**src/rtl/irq_pkg.sv**
```systemverilog
package irq_pkg;
    localparam int IP_W      = 8;
    localparam int STAT_W    = 32;
    localparam int IE_POS    = 0;
    localparam int EXL_POS   = 1;
    localparam int ERL_POS   = 2;
    localparam int IM_LSB    = 8;
    localparam int DEV_IP    = 2;

    typedef struct packed {
        logic erl;
        logic exl;
        logic ie;
    } mode_t;

    typedef logic [IP_W-1:0] ip_t;

    function automatic mode_t decode_mode(input logic [STAT_W-1:0] st);
        mode_t m;
        m.ie  = st[IE_POS];
        m.exl = st[EXL_POS];
        m.erl = st[ERL_POS];
        return m;
    endfunction

    function automatic logic mode_open(input mode_t m);
        return m.ie && !m.exl && !m.erl;
    endfunction

    function automatic ip_t im_field(input logic [STAT_W-1:0] st);
        return st[IM_LSB +: IP_W];
    endfunction
endpackage

```
**src/rtl/irq_sticky_bits.sv**
```systemverilog
module irq_sticky_bits #(
    parameter int W = 6
) (
    input  logic         clk,
    input  logic         rst,
    input  logic [W-1:0] set_v,
    input  logic [W-1:0] clr_v,
    output logic [W-1:0] q
);
    for (genvar i = 0; i < W; i++) begin : g_bit
        always_ff @(posedge clk) begin
            if (rst)           q[i] <= 1'b0;
            else if (set_v[i]) q[i] <= 1'b1;
            else if (clr_v[i]) q[i] <= 1'b0;
        end

        AST_SET_WINS: assert property (@(posedge clk) disable iff (rst)
            set_v[i] |=> q[i]);
        AST_CLR_DROPS: assert property (@(posedge clk) disable iff (rst)
            (clr_v[i] && !set_v[i]) |=> !q[i]);
        AST_HOLD: assert property (@(posedge clk) disable iff (rst)
            (!set_v[i] && !clr_v[i]) |=> $stable(q[i]));
    end
endmodule

```
**src/rtl/irq_take_gate.sv**
```systemverilog
module irq_take_gate
    import irq_pkg::*;
(
    input  logic [STAT_W-1:0] status,
    input  ip_t               ip,
    output logic              take
);
    mode_t mode;
    ip_t   hits;

    always_comb begin
        mode = decode_mode(status);
        hits = im_field(status) & ip;
        take = mode_open(mode) && (|hits);
    end
endmodule

```
**src/rtl/irq_pend_agg.sv**
```systemverilog
module irq_pend_agg
    import irq_pkg::*;
#(
    parameter int N_SRC = 6
) (
    input  logic              clk,
    input  logic              rst,
    input  logic [N_SRC-1:0]  src_req,
    input  logic              clr_we,
    input  logic [N_SRC-1:0]  clr_data,
    input  logic              mask_we,
    input  logic [N_SRC-1:0]  mask_set,
    input  logic [N_SRC-1:0]  mask_clr,
    input  logic [IP_W-1:0]   ext_ip,
    input  logic [STAT_W-1:0] status_in,
    output logic [N_SRC-1:0]  dev_irq,
    output logic [N_SRC-1:0]  irq_mask,
    output logic [IP_W-1:0]   cause_ip,
    output logic              take_irq
);
    logic [N_SRC-1:0] dev_clr, msk_set, msk_clr;
    logic             dev_pend;

    always_comb begin
        dev_clr = clr_we  ? clr_data : '0;
        msk_set = mask_we ? mask_set : '0;
        msk_clr = mask_we ? mask_clr : '0;
    end

    irq_sticky_bits #(.W(N_SRC)) u_dev (
        .clk(clk), .rst(rst), .set_v(src_req), .clr_v(dev_clr), .q(dev_irq)
    );

    irq_sticky_bits #(.W(N_SRC)) u_mask (
        .clk(clk), .rst(rst), .set_v(msk_set), .clr_v(msk_clr), .q(irq_mask)
    );

    always_comb begin
        dev_pend = |(dev_irq & irq_mask);
        cause_ip = ext_ip;
        cause_ip[DEV_IP] = dev_pend;
    end

    irq_take_gate u_gate (
        .status(status_in), .ip(cause_ip), .take(take_irq)
    );

    AST_NOMASK_NOPEND: assert property (@(posedge clk) disable iff (rst)
        (irq_mask == '0) |-> !cause_ip[DEV_IP]);
    AST_TAKE_NEEDS_IE: assert property (@(posedge clk) disable iff (rst)
        take_irq |-> status_in[IE_POS]);
    AST_TAKE_BLOCKED_LVL: assert property (@(posedge clk) disable iff (rst)
        take_irq |-> !(status_in[EXL_POS] || status_in[ERL_POS]));
    AST_TAKE_HAS_SRC: assert property (@(posedge clk) disable iff (rst)
        take_irq |-> (|(status_in[IM_LSB +: IP_W] & cause_ip)));
endmodule

```
**config.mk**
```make
export PLATFORM = sky130hd
export DESIGN_NAME = irq_pend_agg
export DESIGN_NICKNAME = d
export VERILOG_FILES = /design/src/rtl/irq_pkg.sv /design/src/rtl/irq_sticky_bits.sv /design/src/rtl/irq_take_gate.sv /design/src/rtl/irq_pend_agg.sv
export SDC_FILE = /design/constraint.sdc
export NUM_CORES = 1
export LEC_CHECK = 0
export ABC_AREA = 1
export BUFFER_PORTS_ARGS = -buffer_cell sky130_fd_sc_hd__buf_4
export CAP_MARGIN = 20
export CELL_PAD_IN_SITES_DETAIL_PLACEMENT = 1
export CELL_PAD_IN_SITES_GLOBAL_PLACEMENT = 1
export CORE_ASPECT_RATIO = 0.6
export CORE_UTILIZATION = 16
export DETAILED_ROUTE_END_ITERATION = 10
export GPL_TIMING_DRIVEN = 1
export HOLD_SLACK_MARGIN = 0.03
export PLACE_DENSITY = 0.77
export SLEW_MARGIN = 20
export SYNTH_ARGS = -nofsm -noshare
export SYNTH_HDL_FRONTEND = slang
export SYNTH_SLANG_ARGS = --single-unit
```
**constraint.sdc**
```tcl
create_clock -name clk -period 0.9 [get_ports clk]
set_input_delay 0.135 -clock clk [delete_from_list [all_inputs] [get_ports clk]]
set_output_delay 0.135 -clock clk [all_outputs]
set_load 0.02 [all_outputs]
```
# After elaboration in Yosys (flattened, before gate mapping)
# Cells that the tools add are included.
# W data, S select, Z words.
# op_classes
addsub	0
mul	0
n_div	0
order_cmp	0
eq_ne	0
shifts	0
muxes	27
n_bitwise	2
n_reduce_logical	19
# op_table
cell	n
$mux W1	24
$reduce_bool A2 Y1	12
$mux W6	3
$and A8 B8 Y8	1
$reduce_or A8 Y1	1
$and A6 B6 Y6	1
$reduce_or A6 Y1	1
$logic_and A1 B1 Y1	3
$logic_not A1 Y1	2
# word_totals
reg_bits	12
latch_bits	0
ram_bits	0
rom_bits	0
inputBits	68
out_inout_bits	21
memories	0

# Logic depth before layout (Yosys ltp)
# logic_depth
ltp_word	5
mapped_depth	6
ltp_nobuf	6

# Cells and area by module
# Synthesis repeated with hierarchy kept, for this count alone.
# unflattened
hier_cells	134
area_unflattened_um2	752.0
# by_module_without_submodules
module	n_inst	cells_each	area_each_um2	seq_area_each_um2
irq_sticky_bits	2	30	217.7	120.1
irq_pend_agg	1	57	251.5	0.0
irq_take_gate	1	17	65.1	0.0

# Worst setup path after synthesis
# No wires, ideal clock.
# synth_timing
path_kind	flip-flop to output port
startpoint	register u_dev.q[2]
endpoint	output port take_irq
arrival_time_ns	0.973
required_ns	0.765
path_slack_ns	-0.208
stages_incl_launch_ff	7
path_cell_list	dfxtp_1 nand2_1 nand2_1 nor2_1 nand2_1 nand2_1 a21oi_2
# synth_between
elab_chain_len	5
# synth_rtl
element	line_no	source
start: declaration	irq_sticky_bits.sv:8	output logic [W-1:0] q
start signal: indexed assignment	irq_sticky_bits.sv:12	if (rst) q[i] <= 1'b0;
start signal: indexed assignment	irq_sticky_bits.sv:13	else if (set_v[i]) q[i] <= 1'b1;
start signal: indexed assignment	irq_sticky_bits.sv:14	else if (clr_v[i]) q[i] <= 1'b0;
$and A6 B6 Y6	irq_pend_agg.sv:39	dev_pend = |(dev_irq & irq_mask);
$reduce_or A6 Y1	irq_pend_agg.sv:39	
net dev_pend	irq_pend_agg.sv:22	logic dev_pend;
$and A8 B8 Y8	irq_take_gate.sv:13	hits = im_field(status) & ip;
$reduce_or A8 Y1	irq_take_gate.sv:14	take = mode_open(mode) && (|hits);
$logic_and A1 B1 Y1	irq_take_gate.sv:14	
end: declaration	irq_pend_agg.sv:19	output logic take_irq
# The timed path passes the listed nets, and every way through them passes these cells.

# Worst setup path in the final report
# layout_timing
startpoint	register u_dev.q[5]
endpoint	output port take_irq
# layout_between
elab_chain_len	5
# layout_rtl
element	line_no
$and A6 B6 Y6	irq_pend_agg.sv:39
$reduce_or A6 Y1	irq_pend_agg.sv:39
$and A8 B8 Y8	irq_take_gate.sv:13
$reduce_or A8 Y1	irq_take_gate.sv:14
$logic_and A1 B1 Y1	irq_take_gate.sv:14
# Every way passes these cells.

==> metrics.txt <==
# TYPE chip_impl_metric gauge
chip_impl_metric{name="clockPowerShare",unit="%"} 29.5
chip_impl_metric{name="p_per_area",unit="nW/um^2"} 1190
chip_impl_metric{name="floorplan.die.height",unit="um"} 49.7
chip_impl_metric{name="drt_pre_antenna_iters",unit=""} 3
chip_impl_metric{name="post_route_cell_area",unit="sq um"} 1400
chip_impl_metric{name="share_seq_of_total_power",unit="%"} 35.5
chip_impl_metric{name="worst_slew_margin_rel",unit="%"} 83.0
chip_impl_metric{name="syn-num-nets",unit=""} 161
chip_impl_metric{name="die-width",unit="um"} 81.4
chip_impl_metric{name="ant_nets",unit=""} 0
chip_impl_metric{name="row_cnt",unit=""} 16
chip_impl_metric{name="tritoncts.num_buffers",unit=""} 3
chip_impl_metric{name="finalHoldViolCount",unit=""} 0
chip_impl_metric{name="timing.final.crit_share",unit="%"} 143
chip_impl_info{name="rsz_0062_raised_after_global_routing",value="true"} 1
chip_impl_metric{name="numClockSinks",unit=""} 12
chip_impl_metric{name="vias_per_cell",unit=""} 3.96
chip_impl_info{name="status",value="finished with violations"} 1
chip_impl_metric{name="power.total",unit="mW"} 1.66
chip_impl_metric{name="synth-seq-cells",unit=""} 12
chip_impl_metric{name="whs",unit="ps"} 97.8
chip_impl_metric{name="fill_cells",unit=""} 424
chip_impl_metric{name="cellInternalPower",unit="mW"} 1.20
chip_impl_metric{name="setup_ws_final",unit="ps"} -388
chip_impl_metric{name="start_util",unit="%"} 17.7
chip_impl_metric{name="clockBufferDepth",unit=""} 2
chip_impl_metric{name="grt_util_met3",unit="%"} 3.70
chip_impl_metric{name="detail_route.wirelength",unit="um"} 2710
chip_impl_metric{name="detailroute.via_count",unit=""} 839
chip_impl_metric{name="aggregate_global_routing_overflow",unit=""} 0
chip_impl_metric{name="timing.final.crit_period",unit="ps"} 1290
chip_impl_metric{name="globalRouteMet2Util",unit="%"} 26.0
chip_impl_metric{name="arrival_time_reported_for_the_critical_path_endpoint",unit="ps"} 1150
chip_impl_info{name="crit_path_end_kind",value="output port"} 1
chip_impl_info{name="most_used_cells_in_the_layout_excluding_fill_and_tap_cells",value="55 x sky130_fd_sc_hd__buf_4, 39 x sky130_fd_sc_hd__nand2_1, 25 x sky130_fd_sc_hd__buf_6"} 1
chip_impl_metric{name="route.detailed.wl_per_inst",unit="um"} 12.8
chip_impl_metric{name="detailed_place.area",unit="sq um"} 1230
chip_impl_metric{name="postLayoutCoreUtil",unit="%"} 40.9
chip_impl_metric{name="core",unit="sq um"} 3420
chip_impl_info{name="cts_tree",value="done"} 1
chip_impl_info{name="crit_path_start_kind",value="flip-flop"} 1
chip_impl_info{name="grt_busiest_layer",value="met2"} 1
chip_impl_metric{name="drv.max_cap_violation_count",unit=""} 0
chip_impl_metric{name="gp_congestion",unit=""} 0.650
chip_impl_metric{name="grt_max_degree",unit=""} 13
chip_impl_info{name="layout.cells.most_common",value="sky130_fd_sc_hd__buf_4"} 1
chip_impl_metric{name="num-nets-final",unit=""} 236
chip_impl_info{name="failed_checks",value="negative setup slack"} 1
chip_impl_metric{name="dpl_worst_slack",unit="ps"} -196
chip_impl_metric{name="dp_hpwl",unit="um"} 2260
chip_impl_metric{name="setup-violations-final",unit=""} 14
chip_impl_metric{name="drt_drc_violations_left",unit=""} 0
chip_impl_metric{name="clock_insertion_delay_worst_skew",unit="ps"} 240
chip_impl_metric{name="yosysWarningCount",unit=""} 0
chip_impl_metric{name="yosysUniqueCellTypes",unit=""} 10
chip_impl_metric{name="seq_area_frac_synth",unit="%"} 39.7
chip_impl_metric{name="floorplan.die_area",unit="sq um"} 4040
chip_impl_metric{name="multi_input_gate_area_in_the_final_layout",unit="sq um"} 307
chip_impl_metric{name="slew_violations",unit=""} 0
chip_impl_metric{name="post_synth_instance_area",unit="sq um"} 606
chip_impl_metric{name="areaGrowthSynthToFinish",unit="%"} 131
chip_impl_metric{name="combinationalPowerShare",unit="%"} 35.1
chip_impl_metric{name="worst_ep_required_time",unit="ps"} 760
chip_impl_metric{name="netSwitchingPower",unit="mW"} 0.462
chip_impl_info{name="clock_tree.root_cell",value="sky130_fd_sc_hd__clkbuf_8"} 1
chip_impl_metric{name="num_antenna_cells",unit=""} 0
chip_impl_metric{name="critical_path_peak_fanout",unit=""} 2
chip_impl_metric{name="layout-drive-gt1-share",unit="%"} 61.7
chip_impl_metric{name="synth_cells",unit=""} 93
chip_impl_metric{name="setup-tns-final",unit="ps"} -1340
chip_impl_metric{name="max_clock_freq",unit="GHz"} 0.776
chip_impl_metric{name="antenna_found_initial",unit=""} 0
chip_impl_metric{name="placement.io_buffers",unit=""} 66
chip_impl_metric{name="sw_frac_of_total",unit="%"} 27.8
chip_impl_metric{name="instances_no_fill",unit=""} 212
chip_impl_info{name="category_of_the_critical_setup_timing_path",value="flip-flop to output port"} 1
chip_impl_metric{name="skew",unit="ps"} 0
chip_impl_metric{name="use_met1",unit="%"} 15.3
chip_impl_metric{name="grt_usage",unit="%"} 14.6
chip_impl_metric{name="io-pin-count",unit=""} 89
chip_impl_metric{name="detail_route.iter0.violations",unit=""} 5
chip_impl_info{name="class_of_the_most_critical_hold_timing_path",value="input pin to flip-flop"} 1
chip_impl_metric{name="power.leakage",unit="nW"} 0.708
chip_impl_metric{name="timing_worst_slew_pin_value",unit="ps"} 254
chip_impl_metric{name="global_route_wire_length_before_repair",unit="um"} 4210
chip_impl_metric{name="vdd_drop_max",unit="mV"} 0.476
chip_impl_metric{name="placedCellCount",unit=""} 206
chip_impl_metric{name="area_of_all_sequential_standard_cells",unit="sq um"} 285
chip_impl_metric{name="clkSlewWorstSetupHoldPaths",unit="ps"} 50
chip_impl_metric{name="grt_pass1_vias",unit=""} 937
chip_impl_metric{name="syn_avg_cell_area",unit="sq um"} 6.51
chip_impl_metric{name="cts_hold_buffers",unit=""} 0
chip_impl_metric{name="htree_num_levels",unit=""} 1
==> final cells by class <==
cell class | count | share of cell area [%]
Timing Repair Buffer | 80 | 49.6
Multi-Input combinational cell | 68 | 21.9
Sequential cell | 12 | 20.4
Tap cell | 45 | 4.03
Clock buffer | 3 | 2.95
Inverter | 3 | 0.805
Clock inverter | 1 | 0.268
==> final timing paths <==
path | slack (ps) | endpoint | cells past startpoint | from
worst max register to register | 110 | u_mask.q[3] | 4 | u_mask.q[3]
worst min-delay path | 100 | u_dev.q[5] | 3 | src_req[5]
worst min register to register | 590 | u_dev.q[1] | 3 | u_dev.q[1]
worst max-delay path | -390 | take_irq | 7 | u_dev.q[5]
==> state kept, by name (all words and copies together), names as in the netlist <==
signal / count
u_dev.q: 6
u_mask.q: 6
==> power by group through the flow <==
| stage | logic, mW | registers [mW] | clock network (mW) |
|---|---|---|---|
| floorplan | 0.164 | 0.638 | 0 |
| global placement | 0.496 | 0.589 | 0 |
| detailed placement | 0.515 | 0.590 | 0 |
| CTS | 0.582 | 0.585 | 0.514 |
| global route | 0.629 | 0.594 | 0.536 |
| finish | 0.582 | 0.589 | 0.489 |
==> per-layer routing <==
metal	routed length, um	share of wire (%)	vias to the layer above
met5	0	0	-
li1	-	-	430
met3	138	5.1	11
met2	1420	52	28
met4	96	3.5	0
met1	1050	39	370
==> worst max-delay path, stage by stage, from the launching register on <==
cell                      delay [ps]
sky130_fd_sc_hd__dfxtp_4         350
sky130_fd_sc_hd__nand2_2          50
sky130_fd_sc_hd__nand2_1          60
sky130_fd_sc_hd__inv_1            50
sky130_fd_sc_hd__nand2_2          80
sky130_fd_sc_hd__nand2_2          70
sky130_fd_sc_hd__a21oi_4         140
sky130_fd_sc_hd__buf_6           130
==> kinds of logic (layout without fill, tap and decap cells) <==
logic type	Yosys count	after routing	synth area share, %
and+or+nand+nor	55	55	35.1
DFF	12	12	39.7
AOI/OAI and AO/OA	13	13	11.4
buffers and inverters	13	87	13.8
==> cells in the mapped netlist (all sizes together) <==
library cell	count	area, sq um
a21oi	13	68.8
buf	10	72.6
nand3	1	5.00
nor2	8	30.0
or3b	1	8.76
nand2	45	169
dfxtp	12	240
inv	3	11.3
==> timing repair <==
item / 4_1_cts / 5_1_grt
gates cloned: 0 / 0
pin swaps: 8 / 3
endpoints found under the setup margin: 14 / 14
buffers inserted: 2 / 2
resized for setup: 24 / 8
(Power assumes the default switching activity.)
